## src/rtl/rngc_pkg.sv

```systemverilog
package rngc_pkg;
    localparam int REG_AW = 8;
    localparam int DATA_W = 32;
    localparam int ERR_W  = 4;

    localparam logic [REG_AW-1:0] A_CMD  = 8'h04;
    localparam logic [REG_AW-1:0] A_CTRL = 8'h08;
    localparam logic [REG_AW-1:0] A_STAT = 8'h0C;
    localparam logic [REG_AW-1:0] A_ERR  = 8'h10;
    localparam logic [REG_AW-1:0] A_FIFO = 8'h14;

    localparam int CMD_TEST  = 0;
    localparam int CMD_SEED  = 1;
    localparam int CMD_CLRI  = 4;
    localparam int CMD_CLRE  = 5;
    localparam int CTL_MDONE = 5;
    localparam int CTL_MERR  = 6;
    localparam int ST_TDONE  = 4;
    localparam int ST_SDONE  = 5;
    localparam int ST_LVL    = 8;
    localparam int ST_ERR    = 16;
    localparam int ER_EMPTY  = 2;
    localparam int ER_STAT   = 3;

    typedef enum logic [1:0] {OP_IDLE, OP_TEST, OP_SEED} op_e;

    typedef struct packed {
        logic fire;
        op_e  kind;
    } op_evt_t;

    typedef struct packed {
        logic mask_err;
        logic mask_done;
    } ctrl_t;

    function automatic logic [DATA_W-1:0] xs_step(input logic [DATA_W-1:0] s);
        logic [DATA_W-1:0] x;
        x = s;
        x = x ^ (x << 13);
        x = x ^ (x >> 17);
        x = x ^ (x << 5);
        return x;
    endfunction

    function automatic logic [DATA_W-1:0] pack_status(input logic tdone, input logic sdone,
                                                      input logic err, input logic [3:0] lvl);
        logic [DATA_W-1:0] s;
        s = '0;
        s[ST_TDONE] = tdone;
        s[ST_SDONE] = sdone;
        s[ST_ERR]   = err;
        s[ST_LVL +: 4] = lvl;
        return s;
    endfunction
endpackage

```

## src/rtl/rngc_opseq.sv

```systemverilog
module rngc_opseq
    import rngc_pkg::*;
#(
    parameter int TEST_CYC = 8,
    parameter int SEED_CYC = 12
) (
    input  logic    clk,
    input  logic    rst,
    input  logic    start_test,
    input  logic    start_seed,
    output logic    busy,
    output op_evt_t done
);
    localparam int MAXC = (TEST_CYC > SEED_CYC) ? TEST_CYC : SEED_CYC;
    localparam int CW   = $clog2(MAXC + 1);

    op_e           kind_q;
    logic [CW-1:0] cnt_q;

    always_ff @(posedge clk) begin
        if (rst) begin
            kind_q <= OP_IDLE;
            cnt_q  <= '0;
        end else if (kind_q == OP_IDLE) begin
            if (start_test) begin
                kind_q <= OP_TEST;
                cnt_q  <= CW'(TEST_CYC);
            end else if (start_seed) begin
                kind_q <= OP_SEED;
                cnt_q  <= CW'(SEED_CYC);
            end
        end else begin
            if (cnt_q == CW'(1)) kind_q <= OP_IDLE;
            cnt_q <= cnt_q - CW'(1);
        end
    end

    assign busy      = (kind_q != OP_IDLE);
    assign done.fire = busy && (cnt_q == CW'(1));
    assign done.kind = kind_q;
endmodule

```

## src/rtl/rngc_wordgen.sv

```systemverilog
module rngc_wordgen
    import rngc_pkg::*;
#(
    parameter logic [DATA_W-1:0] INIT = 32'h2545F491
) (
    input  logic              clk,
    input  logic              rst,
    input  logic              advance,
    output logic [DATA_W-1:0] word
);
    logic [DATA_W-1:0] state_q;

    assign word = xs_step(state_q);

    always_ff @(posedge clk) begin
        if (rst)          state_q <= INIT;
        else if (advance) state_q <= word;
    end
endmodule

```

## src/rtl/rngc_fifo.sv

```systemverilog
module rngc_fifo #(
    parameter int W     = 32,
    parameter int DEPTH = 15,
    localparam int PW   = (DEPTH > 1) ? $clog2(DEPTH) : 1,
    localparam int LW   = $clog2(DEPTH + 1)
) (
    input  logic          clk,
    input  logic          rst,
    input  logic          push,
    input  logic          pop,
    input  logic [W-1:0]  din,
    output logic [W-1:0]  head,
    output logic [LW-1:0] level,
    output logic          full
);
    logic [W-1:0]  mem [DEPTH];
    logic [PW-1:0] wp_q, rp_q;
    logic [LW-1:0] cnt_q;
    logic          do_push, do_pop;

    function automatic logic [PW-1:0] wrap_inc(input logic [PW-1:0] p);
        return (p == PW'(DEPTH - 1)) ? '0 : p + PW'(1);
    endfunction

    assign full    = (cnt_q == LW'(DEPTH));
    assign do_push = push && !full;
    assign do_pop  = pop && (cnt_q != '0);
    assign head    = mem[rp_q];
    assign level   = cnt_q;

    always_ff @(posedge clk) begin
        if (do_push) mem[wp_q] <= din;
    end

    always_ff @(posedge clk) begin
        if (rst) begin
            wp_q  <= '0;
            rp_q  <= '0;
            cnt_q <= '0;
        end else begin
            if (do_push) wp_q <= wrap_inc(wp_q);
            if (do_pop)  rp_q <= wrap_inc(rp_q);
            if (do_push && !do_pop)      cnt_q <= cnt_q + LW'(1);
            else if (do_pop && !do_push) cnt_q <= cnt_q - LW'(1);
        end
    end
endmodule

```

## src/rtl/rng_ctrl_top.sv

```systemverilog
module rng_ctrl_top
    import rngc_pkg::*;
#(
    parameter int                TEST_CYC = 8,
    parameter int                SEED_CYC = 12,
    parameter int                DEPTH    = 15,
    parameter logic [DATA_W-1:0] INIT     = 32'h2545F491
) (
    input  logic              clk,
    input  logic              rst,
    input  logic              wr_en,
    input  logic              rd_en,
    input  logic [REG_AW-1:0] addr,
    input  logic [DATA_W-1:0] wdata,
    output logic [DATA_W-1:0] rdata,
    output logic              irq,
    input  logic              stat_err_inject
);
    localparam int LW = $clog2(DEPTH + 1);

    ctrl_t             ctrl_q;
    logic [ERR_W-1:0]  err_q, err_d;
    logic              tdone_q, sdone_q, seeded_q;
    logic              busy;
    op_evt_t           done;
    logic [DATA_W-1:0] gen_word, head;
    logic [LW-1:0]     lvl;
    logic              full, gen_push, fifo_pop, empty_rd;
    logic              wr_cmd, wr_ctrl, rd_fifo, clr_int, clr_err, err_any;
    logic              fin_test, fin_seed, seed_bad;

    assign wr_cmd   = wr_en && (addr == A_CMD);
    assign wr_ctrl  = wr_en && (addr == A_CTRL);
    assign rd_fifo  = rd_en && (addr == A_FIFO);
    assign clr_int  = wr_cmd && wdata[CMD_CLRI];
    assign clr_err  = wr_cmd && wdata[CMD_CLRE];
    assign err_any  = (err_q != '0);
    assign fifo_pop = rd_fifo && (lvl != '0);
    assign empty_rd = rd_fifo && (lvl == '0);
    assign gen_push = seeded_q && !err_any && !full;
    assign fin_test = done.fire && (done.kind == OP_TEST);
    assign fin_seed = done.fire && (done.kind == OP_SEED);
    assign seed_bad = fin_seed && stat_err_inject;

    rngc_opseq #(.TEST_CYC(TEST_CYC), .SEED_CYC(SEED_CYC)) u_seq (
        .clk        (clk),
        .rst        (rst),
        .start_test (wr_cmd && wdata[CMD_TEST]),
        .start_seed (wr_cmd && wdata[CMD_SEED]),
        .busy       (busy),
        .done       (done)
    );

    rngc_wordgen #(.INIT(INIT)) u_gen (
        .clk     (clk),
        .rst     (rst),
        .advance (gen_push),
        .word    (gen_word)
    );

    rngc_fifo #(.W(DATA_W), .DEPTH(DEPTH)) u_fifo (
        .clk   (clk),
        .rst   (rst),
        .push  (gen_push),
        .pop   (fifo_pop),
        .din   (gen_word),
        .head  (head),
        .level (lvl),
        .full  (full)
    );

    always_comb begin
        err_d = clr_err ? '0 : err_q;
        if (empty_rd) err_d[ER_EMPTY] = 1'b1;
        if (seed_bad) err_d[ER_STAT]  = 1'b1;
    end

    always_ff @(posedge clk) begin
        if (rst) begin
            ctrl_q   <= '0;
            err_q    <= '0;
            tdone_q  <= 1'b0;
            sdone_q  <= 1'b0;
            seeded_q <= 1'b0;
        end else begin
            if (wr_ctrl) begin
                ctrl_q.mask_done <= wdata[CTL_MDONE];
                ctrl_q.mask_err  <= wdata[CTL_MERR];
            end
            err_q <= err_d;
            if (clr_err || (clr_int && !err_any)) begin
                tdone_q <= 1'b0;
                sdone_q <= 1'b0;
            end
            if (fin_test) tdone_q <= 1'b1;
            if (fin_seed) sdone_q <= 1'b1;
            if (fin_seed && !stat_err_inject) seeded_q <= 1'b1;
        end
    end

    assign irq = ((tdone_q || sdone_q) && !ctrl_q.mask_done) ||
                 (err_any && !ctrl_q.mask_err);

    always_comb begin
        rdata = '0;
        if (rd_en) begin
            case (addr)
                A_CTRL: begin
                    rdata[CTL_MDONE] = ctrl_q.mask_done;
                    rdata[CTL_MERR]  = ctrl_q.mask_err;
                end
                A_STAT:  rdata = pack_status(tdone_q, sdone_q, err_any, 4'(lvl));
                A_ERR:   rdata = DATA_W'(err_q);
                A_FIFO:  if (lvl != '0) rdata = head;
                default: rdata = '0;
            endcase
        end
    end
endmodule

```

## config.mk

```make
export PLATFORM = sky130hd
export DESIGN_NAME = rng_ctrl_top
export DESIGN_NICKNAME = d
export VERILOG_FILES = /design/src/rtl/rngc_pkg.sv /design/src/rtl/rngc_opseq.sv /design/src/rtl/rngc_wordgen.sv /design/src/rtl/rngc_fifo.sv /design/src/rtl/rng_ctrl_top.sv
export SDC_FILE = /design/constraint.sdc
export NUM_CORES = 1
export LEC_CHECK = 0
export ABC_AREA = 0
export CORE_MARGIN = 4
export CORE_UTILIZATION = 61
export CTS_CLUSTER_SIZE = 12
export DETAILED_ROUTE_END_ITERATION = 16
export HOLD_SLACK_MARGIN = 0.12
export MAX_ROUTING_LAYER = met4
export PLACE_DENSITY_LB_ADDON = 0.08
export SLEW_MARGIN = 20
export SYNTH_ARGS = -nofsm -noshare
export SYNTH_HDL_FRONTEND = slang
export SYNTH_HIERARCHICAL = 1
export SYNTH_SLANG_ARGS = --single-unit
```

## constraint.sdc

```tcl
create_clock -name clk -period 6.2 [get_ports clk]
set_clock_uncertainty 0.1 [all_clocks]
set_input_delay 0.62 -clock clk [delete_from_list [all_inputs] [get_ports clk]]
set_output_delay 0.62 -clock clk [all_outputs]
set_load 0.03 [all_outputs]
```

; ---- After elaboration in Yosys (flattened, before gate mapping)
; Memory sizes are Yosys's and may differ from the RTL's. A register that Yosys moved wholly into a read port is not among the register bits.
; Index checks and enable logic that the tools add are counted.
[op_classes]
n_addsub = 5
n_eq_ne = 12
mux = 26
bitwise = 3
reduce_logical = 45
[op_table]
columns = operator, count
row1 = 2-to-1 mux 32 bit, 2
row2 = XOR 32 bit, 2
row3 = one-hot mux 25 bit (2 select lines), 1
row4 = 2-to-1 mux 4 bit, 10
row5 = XOR 32 x 15 -> 32 bit, 1
row6 = logical AND 1 bit, 23
row7 = equality test 8 x 4 -> 1 bit (second input constant), 2
row8 = equality test 8 x 5 -> 1 bit (second input constant), 2
row9 = one-hot mux 5 bit (3 select lines), 1
row10 = nonzero test 2 bit, 7
row11 = adder 4 x 1 -> 4 bit (second input constant), 3
row12 = equality test 4 bit (second input constant), 3
row13 = equality test 8 x 3 -> 1 bit (second input constant), 1
row14 = 2-to-1 mux 2 bit, 4
row15 = nonzero test 4 bit, 2
row16 = subtractor 4 x 1 -> 4 bit (second input constant), 2
row17 = zero test 1 bit, 7
row18 = 2-to-1 mux 1 bit, 7
row19 = one-hot mux 2 bit (3 select lines), 1
row20 = equality test 4 x 1 -> 1 bit (second input constant), 1
row21 = zero test 4 bit, 1
row22 = logical OR 1 bit, 3
row23 = inequality test 3 x 1 -> 1 bit (second input constant), 1
row24 = equality test 2 x 1 -> 1 bit (second input constant), 1
row25 = other kinds (3), 3
[word_totals]
reg_bits = 57
mem_bits_rw = 480
inputBits = 45
output_inout_bits = 33
memories = 1
[memory_table]
columns = name, depth, width, rd, rd_ports_with_merged_regs, write_ports, line
row1 = u_fifo.mem, 15, 32, 1, 1, 1, rngc_fifo.sv:16  ; logic [W-1:0] mem [DEPTH];

; ---- Longest topological paths before layout
; Gate-level depths: netlist (run 1).
[logic_depth]
depth_word = 9
depth_mapped = 13
ltp_nobuf = 12

; ---- Cells and area by module
; The synthesis (run 1) kept the hierarchy.
[modules_own_cells]
columns = mod, n_inst, cells_per_inst, area_each_um2, seq_area_each_um2
row1 = rngc_fifo, 1, 923, 18891.9, 14734.1
row2 = rngc_wordgen, 1, 227, 2207.1, 640.6
row3 = rng_ctrl_top, 1, 96, 759.5, 140.1
row4 = rngc_opseq, 1, 33, 294.0, 120.1

; ---- Worst setup path after synthesis (run 1)
; Ideal clock, no wire load.
[synth_path]
kind = register to register
from = register err_q[3]
to = memory u_fifo.mem[0][0], enable pin
setup_ps = 502
t_arrival_ps = 4670
t_required_ps = 5598
path_slack_ps = 929
path_stages_with_launch = 8
path_buffers = 1
path_cell_list = dfxtp_1 or2_2 nor3b_1 nand2_1 inv_1 nand2b_1 clkbuf_1 nor4_1
[synth_between]
elab_chain_cells = 7
[synth_lines]
columns = item, line
row1 = start: declaration, rng_ctrl_top.sv:22  ; logic [ERR_W-1:0] err_q, err_d;
row2 = start signal: assignment, rng_ctrl_top.sv:90  ; err_q <= err_d;
row3 = nonzero test 4 bit, rng_ctrl_top.sv:37  ; assign err_any = (err_q != '0);
row4 = zero test 1 bit, rng_ctrl_top.sv:40  ; assign gen_push = seeded_q && !err_any && !full;
row5 = logical AND 1 bit (2 in series), rng_ctrl_top.sv:40
row6 = named net gen_push, rng_ctrl_top.sv:28  ; logic full, gen_push, fifo_pop, empty_rd;
row7 = logical AND 1 bit, rngc_fifo.sv:26  ; assign do_push = push && !full;
row8 = named net u_fifo.do_push, rngc_fifo.sv:19  ; logic do_push, do_pop;
row9 = 2-to-1 mux 1 bit, rngc_fifo.sv:32  ; if (do_push) mem[wp_q] <= din;
row10 = 2-to-1 mux 1 bit (not written as such), rngc_fifo.sv:32
row11 = end: declaration, rngc_fifo.sv:16
; The timed path passes the listed nets, and every way through them passes these cells.

==> results of run 1 <==
==> metal layers <==
metal,track usage,part of all wire,vias up,wire (um)
li1,-,-,5156,-
met1,0.348,0.43,5998,20300
met2,0.405,0.50,274,23500
met3,0.0332,0.046,62,2140
met4,0.0524,0.018,0,846
met5,-,0,-,0
==> state kept, by name (all words and copies together) (netlist names), named ones only <==
| register | flops |
|---|---|
| u_fifo/rp_q | 4 |
| u_fifo/wp_q | 4 |
| u_seq/kind_q | 2 |
| seeded_q | 1 |
| u_fifo/mem | 480 |
| u_seq/cnt_q | 4 |
| u_fifo/level | 4 |
| u_gen/state_q | 32 |
| tdone_q | 1 |
| sdone_q | 1 |
| ctrl_q | 2 |
| err_q | 2 |
==> final cells by class <==
class / count / share of cell area
repair buffers: 85 / 0.0320
well taps: 461 / 0.0232
clock inverters: 9 / 0.00161
multi-input cells: 641 / 0.252
clock buffers: 83 / 0.0583
inverters: 18 / 0.00272
flip-flops and latches: 541 / 0.630
==> cell usage in the layout (no fill, tap or decap), types with 29 or more instances in the layout <==
cell type        netlist  final
buf_4                  5     32
edfxtp_1             480    480
clkbuf_1              46     29
o22ai_1               33     33
a21oi_1               56     56
o211ai_1              32     32
nor2_1                62     58
dfxtp_1               61     57
clkbuf_16              0     53
nand2_1               43     43
mux4_2                96     96
mux2i_1               38     38
clkdlybuf4s50_1        0     49
o21ai_1               29     29
==> per-stage QoR <==
| step | cells | cell area, um^2 | setup WS [ns] | hold slack (ns) |
|---|---|---|---|---|
| floorplan | 1279 | 22200 | 0.929 | 0.329 |
| global placement | 1746 | 23200 | 1.77 | 0.348 |
| CTS | 1838 | 24700 | 1.60 | 0.368 |
| global route | 1838 | 24800 | 1.53 | 0.410 |
| detailed placement | 1746 | 23200 | 1.65 | 0.357 |
| finish | 1838 | 24800 | 1.63 | 0.380 |
==> power groups by stage <==
stage	sequential [mW]	combinational [mW]	clock, mW
final	3.91	0.0289	2.83
after global placement	3.98	0.0282	0
after global routing	3.90	0.0311	3.06
after detailed placement	3.98	0.0284	0
after floorplan	3.98	0.0111	0
after CTS	3.91	0.0287	2.88
==> final timing paths <==
| path | from | slack [ns] | cells after the start | endpoint |
|---|---|---|---|---|
| max | flip-flop | 1.63 | 6 | rdata[24] |
| min | u_seq/cnt_q[3] | 0.38 | 2 | u_seq/cnt_q[3] |
| max reg2reg | u_fifo/level[1] | 2.57 | 9 | u_fifo/mem[13][20] |
| min reg2reg | u_seq/cnt_q[3] | 0.38 | 2 | u_seq/cnt_q[3] |
==> cells by family after synthesis <==
logic type | Yosys count | share of synthesized area
DFF | 541 | 0.706
and+or+nand+nor | 198 | 0.0459
buffers and inverters | 97 | 0.0219
muxes | 137 | 0.116
xor gates and xnor gates | 88 | 0.0454
adders and majority gates | 6 | 0.00373
AOI/OAI and AO/OA | 212 | 0.0611
==> tightest hold or removal path, delay by kind of cell (launching register included) <==
family	cells	cell delay, ns
buffers and inverters	1	0.06
flip-flops	1	0.33
AO/OA/AOI/OAI	1	0.05
==> metrics, run 1 <==
status completed; Worst Path Required 5.48 ns; initial antenna violation count 0; startpoint types flip-flop; P_int 5.51 mW; Switching Power 1.26 mW; Cell Rows between 60 and 70; CTS Root Cell clkbuf_16; Vias/cell 6.25; Worst-Skew Late Latency 0.57 ns; Slew headroom 0.248; maximum clock path buffer count 3; Reg power frac 0.577; RSZ-0062 raised after global routing no; Pre-Repair DR Iteration Count 5; slowest CP cell nand2b_2; number of global-route vias before repair 11600; clock network power share 0.419; Post-Syn Area about 22000 um^2; CTS Sinks about 540; CP bufs+invs 2; Hold Buf Count CTS 0; Post-synth EDFFs 480; Antenna diodes 0; Worst-path clk slew 0.06 ns; Worst Setup End Kind output pin; Final Wtd Congestion 0.820; max_cap viols 0; final hold viol count 0; Pins Over Slew Limit 0; DR iter-0 viols 845; area of the multi-input gates 6270 um^2; area share of the largest cell type after synthesis 0.651; core area around 36000 um^2; Primary FF master, synth edfxtp_1; Initial Util 0.621; final period utilization 0.737; Synth Register Bits approximately 540; worst slew pin tran 1.12 ns; die area 39400 um^2; Synth area leader edfxtp_1; CTS tree done; Total Routing Usage GR 0.249; area delta synth->final 12.2%; vias 11500; DR WL/cell 25.4 um; top post-synthesis cells by area edfxtp_1, mux4_2, dfxtp_1; Top delay family on crit path buffers and inverters; Storage cell area 15600 um^2; nets@finish around 1400; total CTS buffers 53; H-tree depth 2; cts repair resizes 0; Hold Crit Class reg -> reg; cell area power density ~270 nW/um^2; Logic pwr share 0.004; synth warn 6; final wirelength 46800 um; synth cell count leaders edfxtp_1, mux4_2, nor2_1; largest net degree at the start of global routing 100; Syn Inst Count approximately 1300; # DRC 0; setup tns final 0 ns; CP cell instances buf_4 -> nand2b_2 -> o22ai_1 -> a21oi_1 -> and2_1 -> clkdlybuf4s50_1; critical path type reg -> out; final core occ 0.697; Max stage delay on crit path between 0.9 and 1 ns; GRT overflow 0; Tmin final 4.57 ns; Pwr Total 6.77 mW; global-route wire length before repair 71400 um; Worst Path Arrival 3.85 ns; Cell variety after synth 66; Async S/R FF share, synth 0; Fillers 2304; fraction of the yosys area taken by sequential cells 0.706; setup bufs post-CTS 0; syn nets approximately 1300; worst-path maximum fanout 34; final setup fails 0; cell with the most instances after synthesis edfxtp_1; Leakage 7.81 nW; Die Wd 199 um; Die H 199 um; post-DP HPWL 25600 um; I/O pins between 70 and 80; IO buf count 50; maximum vdd drop 0.235 mV; switching part of the total power 0.186; Syn Area/Cell ~17 um^2; layout cells sized above 1 0.186; Antenna Violating Nets Remaining 0; Max Fclk 219 MHz
Power figures use the tool's default switching activity.
==> run 2: changes to the inputs <==
Settings changed: CORE_UTILIZATION 61 to 55.
Clock period 6.2 ns to 3.7 ns, I/O delays scaled along.
==> metrics, run 2 (synthesized netlist as in run 1, its figures left out) <==
Die H 209 um (+5.1%); CTS tree done; core area 39700 um^2 (+11%); Fillers 2886 (+25%); slowest CP cell dfxtp_4; Largest register FFs 480 (unchanged); startpoint types flip-flop; Worst Path Required 3.23 ns (-2.25 ns); cell area power density 460 nW/um^2 (+69%); worst slew pin tran 1.07 ns (-0.0481 ns); I/O pins 78 (unchanged); setup bufs post-CTS 0 (unchanged); Vias/cell 6.04 (-3.3%); # DRC 0 (unchanged); critical path type reg -> out; Max Fclk 287 MHz; Worst-Skew Late Latency 0.59 ns (+0.02 ns); final setup fails 0 (unchanged); H-tree depth 2 (unchanged); Initial Util 0.558 (-0.0637); worst-path maximum fanout 36 (+5.9%); Top delay family on crit path flip-flops; crit-path most repeated cell buf_4; met3 WL 2560 um (+20%); post-DP HPWL 27200 um (+6.4%); Slew headroom 0.283 (+0.0350); maximum vdd drop 0.334 mV (+42%); final hold viol count 0 (unchanged); Final Hold Slack 0.200 ns (-0.180 ns); Hold Crit Class in -> reg; Finished Layout Cells 1927 (+4.8%); global-route wire length before repair 73200 um (+2.6%); CP bufs+invs 2 (unchanged); Hold Buf Count CTS 0 (unchanged); CTS Sinks 541 (unchanged); Die Wd 209 um (+5.1%); Worst Setup End Kind output pin; vias 11600 (+1.3%); CP cell instances buf_4 -> mux4_2 -> o21ai_0 -> a21oi_1 -> a32oi_1 -> nor2_1 -> buf_4; max_cap viols 0 (unchanged); Worst-path clk slew 0.06 ns (about the same); register bank with the most flops u_fifo/mem; maximum clock path buffer count 3 (unchanged); biggest regs u_fifo/mem: 480 flops, u_gen/state_q: 32 flops; Worst Path Arrival 3.01 ns (-0.84 ns); area delta synth->final 14.7%; layout cells sized above 1 0.219 (+0.0332); setup tns final 0 ns (unchanged); Tmin final 3.48 ns; Total Routing Usage GR 0.227 (-0.0217); Pins Over Slew Limit 0 (unchanged); DR WL/cell 24.8 um (-2.6%); largest net degree at the start of global routing 58 (-42%); Pre-Repair DR Iteration Count 5 (unchanged); met2 WL 23100 um (-1.4%); Max stage delay on crit path 0.71 ns (-0.23 ns); highest routed layer met4; GRT overflow 0 (unchanged); number of global-route vias before repair 11600 (+0.37%); final wirelength 47800 um (+2.2%); Cell Rows 73 (+5.8%); nets@finish 1411 (+1.4%); cts repair resizes 0 (unchanged); initial antenna violation count 1 (+1); Antenna Violating Nets Remaining 0 (unchanged); Final Wtd Congestion 0.805 (-1.9%); final period utilization 0.941; most common cell after layout, fill and taps aside edfxtp_1; CTS Root Cell clkbuf_16; Leakage 8.06 nW (+3.1%); highest-count cells in the layout ignoring fill and taps edfxtp_1, mux4_2, buf_4; DR iter-0 viols 1060 (+25%); total CTS buffers 55 (+3.8%); placed cells 1828 (+4.7%); die area 43600 um^2 (+10%); M1 WL 20900 um (+3.1%); status completed; IO buf count 50 (unchanged)
[run 2: cell count changes in the layout (fill, tap and decap cells not counted), moves of 2 or more]
| cell | previous run | this run |
|---|---|---|
| clkinv_2 | 5 | 3 |
| buf_4 | 32 | 60 |
| clkbuf_8 | 1 | 3 |
| nor3_2 | 8 | 3 |
| nor3_4 | 1 | 6 |
| nor4_4 | 1 | 4 |
| clkdlybuf4s50_1 | 49 | 18 |
| clkbuf_1 | 29 | 21 |
| buf_12 | 3 | 24 |
| xnor2_1 | 25 | 31 |
| xnor2_2 | 14 | 8 |
| clkbuf_16 | 53 | 56 |
| clkinv_1 | 4 | 10 |
| nor4_2 | 5 | 2 |
[run 2: through the flow]
stage                     setup slack [ns]  utilization  power (mW)  instance area [um^2]
after floorplan                     -0.715            -        6.69                 22200
after global placement               0.259        0.596        6.72                 23700
after detailed placement             0.210        0.596        6.72                 23700
after CTS                            0.175        0.637        11.8                 25300
after global routing              -0.00669        0.640        12.1                 25400
final                                0.219        0.640        11.7                 25400
[run 2: path summary, 6_finish.rpt]
kind	start	endpoint	slack, ns	depth (start not counted)
hold / removal	rst	u_seq/cnt_q[1]	0.20	2
setup / recovery	flip-flop	rdata[3]	0.22	7
setup reg to reg	u_fifo/level[0]	u_fifo/level[3]	0.66	11
hold reg to reg	u_seq/cnt_q[3]	u_seq/cnt_q[3]	0.36	2
[run 2: final cells by class]
| class | instances | area [um^2] | area share |
|---|---|---|---|
| inverters | 18 | 67.6 | 0.00266 |
| clock buffers | 80 | 1520 | 0.0599 |
| diodes | 1 | 2.50 | 0.0000985 |
| multi-input cells | 641 | 6280 | 0.247 |
| clock inverters | 18 | 121 | 0.00478 |
| flip-flops and latches | 541 | 15600 | 0.616 |
| well taps | 525 | 657 | 0.0258 |
| repair buffers | 103 | 1120 | 0.0439 |
[run 2: power breakdown]
part           leakage (nW)  internal, mW  switching [mW]
registers              4.85          6.55        0.000224
logic                  2.41        0.0244          0.0262
clock network         0.794          2.90            2.18
total                  8.06          9.47            2.21
[run 2: per-layer routing]
| metal | global-route usage | up-vias |
|---|---|---|
| li1 | - | 5194 |
| met1 | 0.325 | 6071 |
| met2 | 0.345 | 304 |
| met3 | 0.0369 | 76 |
| met4 | 0.0677 | 0 |
| met5 | - | - |
[run 2: worst reg2reg max path: stages, from the launching register on]
cell	delay, ns
dfxtp_1	0.39
nor4_2	0.62
nor3_4	0.08
o41a_1	0.14
inv_1	0.13
ha_1	0.20
inv_1	0.10
ha_1	0.33
a21oi_1	0.19
a211oi_1	0.11
a31oi_1	0.19
mux2_2	0.35
